<file path="src/rtl/uart_regs_pkg.sv">
package uart_regs_pkg;
  localparam int ADDR_W = 6;
  localparam logic [ADDR_W-1:0] OFF_MODE = 6'h00;
  localparam logic [ADDR_W-1:0] OFF_STAT = 6'h04;
  localparam logic [ADDR_W-1:0] OFF_CMD  = 6'h08;
  localparam logic [ADDR_W-1:0] OFF_DATA = 6'h0C;
  localparam logic [ADDR_W-1:0] OFF_INT  = 6'h14;
  localparam logic [ADDR_W-1:0] OFF_DIVA = 6'h18;
  localparam logic [ADDR_W-1:0] OFF_DIVB = 6'h1C;

  typedef enum logic [2:0] {
    MISC_NOP     = 3'd0,
    MISC_PTR_RST = 3'd1,
    MISC_RX_RST  = 3'd2,
    MISC_TX_RST  = 3'd3,
    MISC_ERR_RST = 3'd4,
    MISC_BRK_CLR = 3'd5,
    MISC_BRK_ON  = 3'd6,
    MISC_BRK_OFF = 3'd7
  } misc_e;

  typedef struct packed {
    logic ptr_rst;
    logic rx_rst;
    logic tx_rst;
    logic brk_clr;
    logic tx_on;
    logic tx_off;
    logic rx_on;
    logic rx_off;
  } cmd_act_t;
endpackage

</file>
<file path="src/rtl/uart_cmd_decode.sv">
module uart_cmd_decode
  import uart_regs_pkg::*;
#(
  parameter int DW = 8
) (
  input  logic          cmd_wr,
  input  logic [DW-1:0] cmd_byte,
  output cmd_act_t      act
);
  always_comb begin
    act = '0;
    if (cmd_wr) begin
      case (misc_e'(cmd_byte[6:4]))
        MISC_PTR_RST: act.ptr_rst = 1'b1;
        MISC_RX_RST:  act.rx_rst  = 1'b1;
        MISC_TX_RST:  act.tx_rst  = 1'b1;
        MISC_BRK_CLR: act.brk_clr = 1'b1;
        default: ;
      endcase
      case (cmd_byte[3:2])
        2'd1: act.tx_on  = 1'b1;
        2'd2: act.tx_off = 1'b1;
        default: ;
      endcase
      case (cmd_byte[1:0])
        2'd1: act.rx_on  = 1'b1;
        2'd2: act.rx_off = 1'b1;
        default: ;
      endcase
    end
  end
endmodule

</file>
<file path="src/rtl/uart_tx_hold.sv">
module uart_tx_hold #(
  parameter int DW = 8
) (
  input  logic          clk,
  input  logic          rst_n,
  input  logic          buf_wr,
  input  logic [DW-1:0] buf_data,
  input  logic          en_set,
  input  logic          en_clr,
  input  logic          flush,
  output logic          tx_valid,
  input  logic          tx_ready,
  output logic [DW-1:0] tx_data,
  output logic          tx_en,
  output logic          tx_empty
);
  logic [DW-1:0] hold_q;
  logic          fire;
  logic          accept;

  assign tx_valid = tx_en & ~tx_empty;
  assign tx_data  = hold_q;
  assign fire     = tx_valid & tx_ready;
  assign accept   = buf_wr & (~tx_valid | fire);

  always_ff @(posedge clk or negedge rst_n) begin
    if (!rst_n) begin
      hold_q   <= '0;
      tx_empty <= 1'b1;
      tx_en    <= 1'b0;
    end else begin
      if (accept) begin
        hold_q   <= buf_data;
        tx_empty <= 1'b0;
      end else if (fire || flush) begin
        tx_empty <= 1'b1;
      end
      if (en_set)      tx_en <= 1'b1;
      else if (en_clr) tx_en <= 1'b0;
    end
  end
endmodule

</file>
<file path="src/rtl/uart_irq_unit.sv">
module uart_irq_unit #(
  parameter int DW = 8
) (
  input  logic          clk,
  input  logic          rst_n,
  input  logic          mask_wr,
  input  logic [DW-1:0] mask_data,
  input  logic          brk_evt,
  input  logic          brk_clr,
  input  logic          tx_rdy,
  input  logic          rx_rdy,
  input  logic          fifo_full,
  input  logic          src_full,
  output logic [DW-1:0] isr,
  output logic [DW-1:0] mask_q,
  output logic          irq
);
  logic brk_q;

  always_ff @(posedge clk or negedge rst_n) begin
    if (!rst_n) begin
      mask_q <= '0;
      brk_q  <= 1'b0;
    end else begin
      if (mask_wr) mask_q <= mask_data;
      if (brk_evt)      brk_q <= 1'b1;
      else if (brk_clr) brk_q <= 1'b0;
    end
  end

  always_comb begin
    isr    = '0;
    isr[0] = tx_rdy;
    isr[1] = src_full ? fifo_full : rx_rdy;
    isr[2] = brk_q;
  end

  assign irq = |(isr & mask_q);
endmodule

</file>
<file path="src/rtl/uart_regfile.sv">
module uart_regfile
  import uart_regs_pkg::*;
#(
  parameter int          DW    = 8,
  parameter logic [7:0]  DIV_A = 8'hA5,
  parameter logic [7:0]  DIV_B = 8'h5A
) (
  input  logic              clk,
  input  logic              rst_n,
  input  logic              bus_sel,
  input  logic              bus_wr,
  input  logic [ADDR_W-1:0] bus_addr,
  input  logic [DW-1:0]     bus_wdata,
  output logic [DW-1:0]     bus_rdata,
  output logic              tx_valid,
  input  logic              tx_ready,
  output logic [DW-1:0]     tx_data,
  input  logic              rxq_nonempty,
  input  logic              rxq_full,
  input  logic [DW-1:0]     rxq_data,
  output logic              rxq_pop,
  output logic              rxq_flush,
  output logic              rx_en,
  input  logic              brk_evt,
  output logic              irq
);
  localparam int NUM_MODE = 2;
  localparam int SRC_BIT  = 6;

  logic [DW-1:0] mode_q [NUM_MODE];
  logic          mode_ptr;
  logic          wr_mode, wr_cmd, wr_data, wr_int, rd_data;
  cmd_act_t      act;
  logic          tx_en, tx_empty;
  logic [DW-1:0] isr, mask_q, status;

  assign wr_mode = bus_sel & bus_wr & (bus_addr == OFF_MODE);
  assign wr_cmd  = bus_sel & bus_wr & (bus_addr == OFF_CMD);
  assign wr_data = bus_sel & bus_wr & (bus_addr == OFF_DATA);
  assign wr_int  = bus_sel & bus_wr & (bus_addr == OFF_INT);
  assign rd_data = bus_sel & ~bus_wr & (bus_addr == OFF_DATA);

  uart_cmd_decode #(.DW(DW)) u_dec (
    .cmd_wr(wr_cmd), .cmd_byte(bus_wdata), .act(act)
  );

  uart_tx_hold #(.DW(DW)) u_tx (
    .clk(clk), .rst_n(rst_n), .buf_wr(wr_data), .buf_data(bus_wdata),
    .en_set(act.tx_on), .en_clr(act.tx_off | act.tx_rst), .flush(act.tx_rst),
    .tx_valid(tx_valid), .tx_ready(tx_ready), .tx_data(tx_data),
    .tx_en(tx_en), .tx_empty(tx_empty)
  );

  uart_irq_unit #(.DW(DW)) u_irq (
    .clk(clk), .rst_n(rst_n), .mask_wr(wr_int), .mask_data(bus_wdata),
    .brk_evt(brk_evt), .brk_clr(act.brk_clr), .tx_rdy(tx_en),
    .rx_rdy(rxq_nonempty), .fifo_full(rxq_full), .src_full(mode_q[0][SRC_BIT]),
    .isr(isr), .mask_q(mask_q), .irq(irq)
  );

  generate
    for (genvar g = 0; g < NUM_MODE; g++) begin : g_mode
      always_ff @(posedge clk or negedge rst_n) begin
        if (!rst_n)                             mode_q[g] <= '0;
        else if (wr_mode && (mode_ptr == 1'(g))) mode_q[g] <= bus_wdata;
      end
    end
  endgenerate

  always_ff @(posedge clk or negedge rst_n) begin
    if (!rst_n) begin
      mode_ptr <= 1'b0;
      rx_en    <= 1'b0;
    end else begin
      if (wr_mode)          mode_ptr <= 1'b1;
      else if (act.ptr_rst) mode_ptr <= 1'b0;
      if (act.rx_on)                   rx_en <= 1'b1;
      else if (act.rx_off || act.rx_rst) rx_en <= 1'b0;
    end
  end

  always_comb begin
    status    = '0;
    status[0] = rxq_nonempty;
    status[1] = rxq_full;
    status[2] = tx_en;
    status[3] = tx_empty;
  end

  assign rxq_pop   = rd_data & rxq_nonempty;
  assign rxq_flush = act.rx_rst;

  always_comb begin
    bus_rdata = '0;
    if (bus_sel && !bus_wr) begin
      case (bus_addr)
        OFF_MODE: bus_rdata = mode_q[mode_ptr];
        OFF_STAT: bus_rdata = status;
        OFF_DATA: bus_rdata = rxq_nonempty ? rxq_data : '0;
        OFF_INT:  bus_rdata = isr;
        OFF_DIVA: bus_rdata = DW'(DIV_A);
        OFF_DIVB: bus_rdata = DW'(DIV_B);
        default:  bus_rdata = '0;
      endcase
    end
  end
endmodule

</file>
<file path="config.mk">
export PLATFORM = sky130hd
export DESIGN_NAME = uart_regfile
export DESIGN_NICKNAME = d
export VERILOG_FILES = /design/src/rtl/uart_regs_pkg.sv /design/src/rtl/uart_cmd_decode.sv /design/src/rtl/uart_tx_hold.sv /design/src/rtl/uart_irq_unit.sv /design/src/rtl/uart_regfile.sv
export SDC_FILE = /design/constraint.sdc
export NUM_CORES = 1
export LEC_CHECK = 0
export ABC_AREA = 1
export BUFFER_PORTS_ARGS = -buffer_cell sky130_fd_sc_hd__buf_2
export CORE_MARGIN = 4
export CORE_UTILIZATION = 35
export DETAILED_ROUTE_END_ITERATION = 10
export GPL_ROUTABILITY_DRIVEN = 0
export PLACE_DENSITY_LB_ADDON = 0.2
export SLEW_MARGIN = 30
export SYNTH_ARGS = -nofsm -noshare
export SYNTH_HDL_FRONTEND = slang
export SYNTH_HIERARCHICAL = 1
export SYNTH_SLANG_ARGS = --single-unit
</file>
<file path="constraint.sdc">
create_clock -name clk -period 2.1 [get_ports clk]
set_clock_uncertainty 0.15 [all_clocks]
set_input_delay 0.42 -clock clk [delete_from_list [all_inputs] [get_ports clk]]
set_output_delay 0.42 -clock clk [all_outputs]
set_load 0.05 [all_outputs]
</file>
# Word level (Yosys, flattened, before mapping)
# Cells that the tools add are included.
[word_totals] latchBits=0 wordCells=82 out_inout_bits=21 register_bits=37 mem_bits_rw=0 n_memories=0 input_bits=30 rom_bits=0
[classes] n_reduce_logical=13 magnitude_cmp=1 div_mod_pow=0 muxes=26 n_bitwise=19 n_mul=0 n_shift=0 n_eq_ne=14 add_sub_neg=0
[ops] operator="two-way mux 8 bit" n=6
[ops] operator="case mux 8 bit (6 select lines)" n=1
[ops] operator="two-way mux 1 bit" n=19
[ops] operator="== test 6 x 5 -> 1 bit, second input constant" n=3
[ops] operator="== test 6 x 4 -> 1 bit, second input constant" n=2
[ops] operator="bitwise AND 1 bit" n=11
[ops] operator="nonzero test 2 bit" n=5
[ops] operator="bitwise AND 3 x 8 -> 8 bit" n=1
[ops] operator="OR reduction 8 bit" n=1
[ops] operator="== test 3 x 2 -> 1 bit, second input constant" n=2
[ops] operator="== test 6 x 3 -> 1 bit, second input constant" n=1
[ops] operator="logical NOT 6 bit" n=1
[ops] operator="== test 2 x 1 -> 1 bit, second input constant" n=2
[ops] operator="== test 2 bit, second input constant" n=2
[ops] operator="NOT 1 bit" n=4
[ops] operator="== test 3 x 1 -> 1 bit, second input constant" n=1
[ops] operator="== test 3 bit, second input constant" n=1
[ops] operator="logical AND 1 bit" n=3
[ops] operator=">= comparator 2 bit, second input constant" n=1
[ops] operator="logical OR 1 bit" n=2
[ops] operator="NOT 1 -> 2 bit" n=1
[ops] operator="OR 1 bit" n=2
[ops] operator="logical NOT 1 bit" n=1

# Depth between registers and ports, before layout
[logic_depth] depth_word=6 mapped_depth=9 mapped_depth_nobuf=9

# Hierarchy
# Netlist, hierarchy kept.
[modules_own_cells] module="uart_regfile" seq_area_each_um2=450.4 n_inst=1 area_each_um2=1347.5 cells_per_inst=209
[modules_own_cells] module="uart_irq_unit" seq_area_each_um2=225.2 n_inst=1 area_each_um2=452.9 cells_per_inst=56
[modules_own_cells] module="uart_tx_hold" seq_area_each_um2=251.5 n_inst=1 area_each_um2=432.9 cells_per_inst=46
[modules_own_cells] module="uart_cmd_decode" seq_area_each_um2=0.0 n_inst=1 area_each_um2=80.1 cells_per_inst=20

# Worst setup path before layout
# No wires, ideal clock.
[synth_path] kind="in2out" from="in bus_addr[1]" to="out rxq_flush" arrival_ns=1.877 stages=5 path_slack_ns=-0.347 required_time_ns=1.530 cell_sequence="nor2_4 -> nand2_4 -> nor4_1 -> nand2_2 -> nor2_2"
[synth_between] elab_chain_cells=3
[synth_rtl] element="start, declared" line="uart_regfile.sv:12" text="input logic [ADDR_W-1:0] bus_addr,"
[synth_rtl] element="== test 6 x 4 -> 1 bit" line="uart_regfile.sv:38" text="assign wr_cmd = bus_sel & bus_wr & (bus_addr == OFF_CMD);"
[synth_rtl] element="bitwise AND 1 bit" line="uart_regfile.sv:38"
[synth_rtl] element="via wr_cmd" line="uart_regfile.sv:32" text="logic wr_mode, wr_cmd, wr_data, wr_int, rd_data;"
[synth_rtl] element="two-way mux 8 bit" line="uart_cmd_decode.sv:12" text="if (cmd_wr) begin"
[synth_rtl] element="end, declared" line="uart_regfile.sv:22" text="output logic rxq_flush,"
# The timed path passes the listed nets, and every way through them passes these cells.

# Final worst setup path
[layout_path] from="reg mode_ptr" to="out bus_rdata[7]"
[layout_between] elab_chain_cells=6
[layout_rtl] element="start, declared" line="uart_regfile.sv:31" text="logic mode_ptr;"
[layout_rtl] element="start signal, assigned" line="uart_regfile.sv:72" text="mode_ptr <= 1'b0;"
[layout_rtl] element="start signal, assigned" line="uart_regfile.sv:75" text="if (wr_mode) mode_ptr <= 1'b1;"
[layout_rtl] element="start signal, assigned" line="uart_regfile.sv:76" text="else if (act.ptr_rst) mode_ptr <= 1'b0;"
[layout_rtl] element="NOT 1 -> 2 bit (implied by the code)" line="uart_regfile.sv:97" text="OFF_MODE: bus_rdata = mode_q[mode_ptr];"
[layout_rtl] element="two-way mux 8 bit (implied by the code) (3 in series)" line="uart_regfile.sv:97"
[layout_rtl] element="case mux 8 bit (6 select lines)" line="uart_regfile.sv:96" text="case (bus_addr)"
[layout_rtl] element="two-way mux 8 bit" line="uart_regfile.sv:95" text="if (bus_sel && !bus_wr) begin"
[layout_rtl] element="end, declared" line="uart_regfile.sv:14" text="output logic [DW-1:0] bus_rdata,"
# No other way between the ends. The select of a mux whose other input is x is not followed.

==> results_dict.tcl <==
set metrics [dict create \
    arrival_ns 1.47 \
    die_area_mm2 0.00738 \
    initialDrtViolationCount 60 \
    initial_core_util_pct 35.9 \
    critPathKind "register to primary output" \
    drt-pass1-iter-count 4 \
    start_kind "register" \
    max_stage_delay_ns 0.41 \
    place_inst 439 \
    crit_path_start "mode_ptr" \
    timing.final.hold_violations 0 \
    antenna_found_initial 0 \
    dr.max_layer_used "met4" \
    grt_pass1_wl_um 9160 \
    core_mm2 0.00592 \
    grt_pass1_vias 1990 \
    antenna_left 0 \
    portBuffers 50 \
    cts_max_level 2 \
    timing.rr.start "mode_ptr" \
    finalCriticalPeriod_ns 2.04 \
    cts.root.buffer_cell "clkbuf_8" \
    clock_latency_ns 0.28 \
    place_area_mm2 0.00250 \
    gr-total-overflow 0 \
    crit_chain "buf_4 > o21ai_4 > nand2_1 > nand2_1 > nor2_1 > nor2_2 > buf_6" \
    report.final.setup_viol 0 \
    drive_gt1_share_pct 33.3 \
    ir_drop_mv 0.376 \
    netlist_instances 311 \
    hp-class "input port to async pin" \
    drv_slew 0 \
    worstPathRequired_ns 1.53 \
    period_share_pct 97.4 \
    cp_top_family "flip-flops" \
    max_freq_mhz 489 \
    crit_buf_inv 2 \
    drt-met1-wl_um 2540 \
    drt_wl_total_um 5580 \
    cellLeakagePower_nw 1.63 \
    grt_max_degree 33 \
    num_vias 2058 \
    clk_pin_slew_ns 0.07 \
    numCtsBuffers 5 \
    cts_hold_buf 0 \
    final_nets 404 \
    endpoint_kind "primary output" \
    grt_use_total_pct 15.6 \
    place_hpwl_um 4230 \
    syn_area_per_cell_um2 6.84 \
    clock_sinks 32 \
    design_area_mm2 0.00282 \
    outcome "completed" \
    cts_buffer_depth 2 \
    fp.dieW_um 85.9 \
    num_rows 28 \
    wl_per_cell_um 12.4 \
    drcViolationCount 0 \
    stdcell_count 450 \
    tightest_slew_ns 0.712 \
    rsz0062_at_grt "true" \
    die_height_um 85.9 \
    cts_tree "done" \
    viasPerCell 4.57 \
    slew_headroom_pct 52.6 \
    cap_viol_max_count 0 \
    powerDensity_mw_per_mm2 565 \
    cp_common_cell "nand2_1" \
    yosys_warnings 6 \
    worstPathMaxFanout 8 \
    wl_met2_um 2640 \
    diodes 0 \
    met3WireLength_um 324 \
    ios 51 \
    worst_path_max_delay_cell "dfrtp_2" \
    fillers 601 \
    area_delta_synth_final_pct 32.5 \
    synth_area_mm2 0.00213 \
]
-- final cells by class --
class | count | area (µm²) | share of cell area (%)
Clock buffer | 7 | 96.3 | 3.42
Multi-Input combinational cell | 224 | 1180 | 41.7
Timing Repair Buffer | 66 | 449 | 15.9
Sequential cell | 32 | 803 | 28.5
Clock inverter | 1 | 30.0 | 1.07
Tap cell | 75 | 93.8 | 3.33
Inverter | 45 | 169 | 5.99
-- power by group --
group          total [mW]  internal, mW  leakage [nW]  switching (mW)
registers           0.673         0.652         0.368          0.0201
logic               0.274        0.0869          1.19           0.187
clock network       0.647         0.419        0.0645           0.228
total                1.59          1.16          1.63           0.436
-- timing repair --
item	CTS	global route
setup buffers	0	3
pin swaps	0	6
setup endpoints to repair	9	9
resized for setup	11	50
endpoints found under the hold margin	0	0
-- sequential cells by signal (all words and copies together), names as in the netlist --
register	flops
u_tx/tx_data	8
u_irq/mask_q	3
mode_ptr	1
u_irq/brk_q	1
u_tx/tx_empty	1
u_tx/tx_en	1
rx_en	1
mode_q	16
-- per-stage QoR --
step / worst slack, ns / TNS [ns] / total power [mW] / utilization [%] / hold WS, ns
final: 0.0550 / 0 / 1.59 / 47.6 / 0.0312
after global routing: -0.0452 / -0.110 / 1.68 / 47.6 / 0.0738
after global placement: -0.0808 / -0.0958 / 0.933 / 42.3 / 0.303
after floorplan: 0.00805 / 0 / 0.839 / - / -0.0256
after detailed placement: -0.0913 / -0.156 / 0.937 / 42.3 / 0.309
after CTS: -0.0233 / -0.0233 / 1.59 / 44.9 / 0.0602
-- per-layer routing --
layer  up-vias  global-route usage, %
li1       1074                      -
met5         -                      0
met4         0                   5.04
met1       923                   20.7
met2        55                   25.6
met3         6                   2.79
-- path summary, 6_finish.rpt --
path                                   endpoint  slack, ns  depth (start not counted)
min in group clk                    u_irq/brk_q       0.18                          2
max in group asynchronous              mode_ptr       1.26                          1
worst min register to register  u_tx/tx_data[2]       0.32                          2
worst min-delay path            u_tx/tx_data[1]       0.03                          1
worst max-delay path               bus_rdata[7]       0.06                          7
worst max register to register        mode_q[2]       0.57                          6
-- cell usage in the layout (no fill, tap or decap) --
cell type,n
nor3_1,2
nand4_1,6
inv_1,40
clkbuf_8,7
a21oi_2,2
buf_4,15
o21ai_2,5
and2_1,1
dfrtp_2,1
clkbuf_4,1
o21bai_1,2
nand2_2,3
bufinv_16,1
nand2_4,4
conb_1,5
nor2_4,5
nand3_4,1
nand2_1,101
nor2_1,20
buf_6,11
o21ai_0,16
o21ai_4,1
o22ai_1,1
or2_2,1
o21ai_1,5
dfstp_2,1
nor4_4,1
nor2_8,3
nor2_2,18
inv_2,5
a21o_1,1
buf_8,1
nand3_1,20
buf_2,38
dfrtp_1,30
-- worst reg2reg max path, cell delays in order, from the launching register on --
cell     delay (ns)
dfrtp_2        0.41
buf_4          0.18
buf_4          0.16
inv_1          0.29
nor2_8         0.10
nand2_1        0.07
nand2_1        0.05
No activity file was read; power rests on OpenSTA's default activity.
